File: src/rtl/tx_hold_status.sv
module tx_hold_status #(
  parameter int W     = 8,
  parameter int DEPTH = 64
) (
  input  logic         clk,
  input  logic         rst_n,
  input  logic         fifo_mode,
  input  logic         wr_en,
  input  logic [W-1:0] wr_data,
  input  logic         shift_done,
  output logic         sr_load,
  output logic [W-1:0] sr_byte,
  output logic         hold_empty,
  output logic         tx_idle
);
  localparam int AW = (DEPTH > 1) ? $clog2(DEPTH) : 1;
  localparam int CW = $clog2(DEPTH + 1);
  localparam logic [CW-1:0] FULLN = CW'(DEPTH);
  localparam logic [AW-1:0] LASTP = AW'(DEPTH - 1);

  logic [W-1:0]  mem [DEPTH];
  logic [AW-1:0] wp, rp;
  logic [CW-1:0] cnt;
  logic          busy;
  logic [CW-1:0] cap;
  logic          push;

  assign cap        = fifo_mode ? FULLN : CW'(1);
  assign push       = wr_en && (cnt < cap);
  assign sr_load    = !busy && (cnt != '0);
  assign hold_empty = (cnt == '0);
  assign tx_idle    = hold_empty && !busy;

  always_ff @(posedge clk) if (push) mem[wp] <= wr_data;

  always_ff @(posedge clk or negedge rst_n) begin
    if (!rst_n) begin
      wp      <= '0;
      rp      <= '0;
      cnt     <= '0;
      busy    <= 1'b0;
      sr_byte <= '0;
    end else begin
      if (push) wp <= (wp == LASTP) ? '0 : wp + 1'b1;
      if (sr_load) begin
        rp      <= (rp == LASTP) ? '0 : rp + 1'b1;
        sr_byte <= mem[rp];
      end
      cnt <= cnt + CW'(push) - CW'(sr_load);
      if (sr_load)                busy <= 1'b1;
      else if (busy && shift_done) busy <= 1'b0;
    end
  end

  AST_NO_OVERFLOW: assert property (@(posedge clk) disable iff (!rst_n)
    cnt <= FULLN);
  AST_IDLE_NEEDS_EMPTY: assert property (@(posedge clk) disable iff (!rst_n)
    tx_idle |-> (hold_empty && !busy));
  AST_WRITE_FILLS: assert property (@(posedge clk) disable iff (!rst_n)
    (push && !sr_load) |=> !hold_empty);
  AST_FULL_IGNORED: assert property (@(posedge clk) disable iff (!rst_n)
    (wr_en && cnt >= cap && !sr_load) |=> $stable(cnt));
  AST_LOAD_BUSY: assert property (@(posedge clk) disable iff (!rst_n)
    sr_load |=> (busy && !sr_load));
  AST_DONE_FREES: assert property (@(posedge clk) disable iff (!rst_n)
    (busy && shift_done && !sr_load) |=> !busy);
endmodule

File: config.mk
export PLATFORM = sky130hd
export DESIGN_NAME = tx_hold_status
export DESIGN_NICKNAME = d
export VERILOG_FILES = /design/src/rtl/tx_hold_status.sv
export SDC_FILE = /design/constraint.sdc
export NUM_CORES = 1
export LEC_CHECK = 0
export CAP_MARGIN = 20
export CELL_PAD_IN_SITES_DETAIL_PLACEMENT = 0
export CELL_PAD_IN_SITES_GLOBAL_PLACEMENT = 1
export CORE_MARGIN = 3
export CORE_UTILIZATION = 50
export DETAILED_ROUTE_END_ITERATION = 10
export DONT_BUFFER_PORTS = 1
export GPL_TIMING_DRIVEN = 1
export HOLD_SLACK_MARGIN = 0.12
export PLACE_DENSITY_LB_ADDON = 0.1
export SYNTH_ARGS = -nofsm -noshare
export SYNTH_HDL_FRONTEND = slang
export SYNTH_SLANG_ARGS = --single-unit
File: constraint.sdc
create_clock -name clk -period 5.75 [get_ports clk]
set_input_delay 0.2875 -clock clk [delete_from_list [all_inputs] [get_ports clk]]
set_output_delay 0.2875 -clock clk [all_outputs]
set_load 0.005 [all_outputs]
==> impl_results.md <==
- Fraction of layout cells with a size suffix above 1: 17.50%
- Mux contribution to synthesized area: ~13%
- Worst path required time: ~6000 ps
- List of most frequent post-synthesis cells: edfxtp_1, mux4_2, nor2_1
- Post-synthesis register bit count: 540
- Global-route wire length before repair: ~69000 um
- Post-Syn Area per Cell: 19.49 sq um
- Power density cells: 445.3 mW/mm^2
- DRC: 0
- Minimum clock period: 3650 ps
- Relative slew slack: between 20 and 30%
- Antenna viol nets, final: 0
- Max Clock Freq: approximately 0.27 GHz
- Min Hold Slack: 150.3 ps
- CP Class: reg2reg
- Initial antenna violation count: 0
- Crit path from: cnt[1]$_DFF_PN0_
- Vias in the first global route: 10500
- Number of CTS-inserted buffers: 54
- DIE WIDTH: 213.1 um
- Starting density of the core: 50.88%
- Max Cap Viol: 0
- Largest net degree at the start of global routing: 78
- Bufs on Longest Clock Path: 3
- WL/cell: between 20 and 30 um
- Synth top area share: 71.72%
- Simple-gate share of the synthesized area: between 3 and 4%
- Post-synth top area cell: edfxtp_1
- CP endpoint kind: flop
- HP Start: fifo_mode
- Core box area: about 0.042 sq mm
- DR WL met2: approximately 22000 um
- Top cells by area, synth: edfxtp_1, mux4_2, dfrtp_1, mux2i_1, nor2_1
- Final Hold Viols: 0
- DR pass1 iterations: 4
- Post-synth EDFFs: 512
- P&R area growth vs syn: 11.85%
- Max Transition Viols Final: 0
- Post-Synthesis Cells: 1100
- Met3 WL: 2683 um
- GP Congestion: approximately 0.81
- Total track usage: between 20% and 30%
- TritonCTS clock tree: done
- Syn Nets: 1129
- H-tree depth: 2
- Initial drt markers: a little under 900
- Vias per Instance: approximately 6.0
- Hpwl dp: 27030 um
- Final net count: ~1200
- Layout Skew: around 21 ps
- Tot Pwr: 0.01068 W
- WL final: about 46000 um
- Most common cell in the synthesized netlist: edfxtp_1
- Grt total ovfl: 0
- Crit Reg-Reg Startpoint: cnt[1]$_DFF_PN0_
- LEAKAGE: 7.648 nW
- Fin crit share: 63.48%
- Worst EP arrival: ~3900 ps
- Sink Count: between 500 and 600
- Clock Latency Late Sink: about 600 ps
- Clock transition at the registers of the reported paths: about 60 ps
- Worst min path class: in2reg
- Ports: 24
- Root buffer cell: clkbuf_16
- Port bufs: 0
- FFs w/ async S/R, synth: under 10%
- Tightest Pin Transition: 1053 ps
- Die ar.: ~0.045 sq mm
- Std-Cell Rows: 75
- Adder-Cell Fraction of Synth Area: less than 1%
- Post-synthesis compound-gate area fraction: under 10%
- Unrepaired setup endpoints after global routing: false
- Synth Area in XOR/XNOR: less than 1%
- Met1 WL: 20740 um
- Max Used Layer: met4
- Die Ht: between 200 and 250 um
- Post-synthesis cell area: 0.02144 sq mm
- Yosys warns: 0
- Distinct cells, synth: 56
- Status: complete, no violations
- Final setup violation count: 0
- Combinational family with the most area after synthesis: multiplexers
- CP max FO: 8
- Routed vias: 10260
- Sequential fraction of the synthesis area: approximately three quarters
- Setup_tns: 0 ps
- Main synth FF type: edfxtp_1
- Peak supply drop: 388.7 uV
- Ant diodes: 0
- Critical path launch point type: flop
critical path: stages (launching register included):
cell and delay (ps):
dfrtp_1 410, inv_1 130, ha_1 150, nor3b_1 170
o211ai_1 100, a21oi_1 260, clkinv_1 250, nor2_1 250
nand3_1 700, nor2_1 860
area by class of cell:
type	count	area (sq um)
multi-input cells	484	4957
clock inverters	25	276.5
inverters	15	56.30
clock buffers	74	1478
repair buffers	28	450.4
well taps	539	674.4
fillers	3186	18150
flip-flops and latches	540	16090
power breakdown:
group	internal, W	switching [W]
Sequential	0.00446	0.000405
Clock	0.00206	0.00142
Combinational	0.00110	0.00123
metrics by stage:
step           instances  setup slack, ps  area [sq um]  util [%]
3_3_place_gp        1585             2025         21860     51.89
6_report            1705             2100         23980     56.91
4_1_cts             1705             1970         23980     56.91
5_1_grt             1705             1708         23980     56.91
2_1_floorplan       1100             2676         21440         -
3_5_place_dp        1585             1961         21860     51.89
final timing paths:
path / slack, ps / end / depth (start not counted)
setup reg to reg: 2100 / mem[51][0]$_DFFE_PP_ / 9
setup / recovery: 2100 / mem[51][0]$_DFFE_PP_ / 9
min in group asynchronous: 180 / sr_byte[0]$_DFFE_PN0P_ / 2
hold reg to reg: 470 / busy$_DFFE_PN0P_ / 1
max in group asynchronous: 5370 / rp[1]$_DFFE_PN0P_ / 2
hold / removal: 150 / wp[2]$_DFFE_PN0P_ / 5
layer usage:
metal  up-vias  track usage, %
li1       4552               -
met1      5364           30.17
met2       255           33.30
met3        86           4.070
met4         0           6.079
met5         -               0
flip-flops by register name, indices dropped and copies added (netlist names):
| name | cells |
|---|---|
| busy | 1 |
| rp | 6 |
| mem | 512 |
| sr_byte | 8 |
| wp | 6 |
| cnt | 7 |
logic make-up (layout without fill, tap and decap cells):
family | count (synthesis) | in the layout
flip-flops | 540 | 540
AND/OR/NAND/NOR | 170 | 170
multiplexers | 152 | 152
AO/OA/AOI/OAI | 136 | 136
buffers and inverters | 76 | 142
adder cells (fa/ha/maj) | 16 | 16
XOR/XNOR | 10 | 10
layout by cell type, fill, tap and decap left out, drive strengths merged, types with 8 or more instances in the layout:
master         n
mux4          98
xnor2          9
nand2         25
inv           14
o22ai          8
nor2          84
buf           16
clkbuf        74
o21ai          8
nor3          10
a22o          22
nand3b         8
edfxtp       512
clkinv        20
dlygate4sd3   12
ha            15
a22oi         34
o22a           8
mux2i         54
dfrtp         28
a211oi         9
a21oi          8
nor2b         21
o211ai         9
what timing repair did:
item	CTS	global route
hold buffers	21	0
gates resized for setup	0	0
buffers inserted	0	0
endpoints found under the hold margin	543	0
Power figures use the tool's default switching activity.
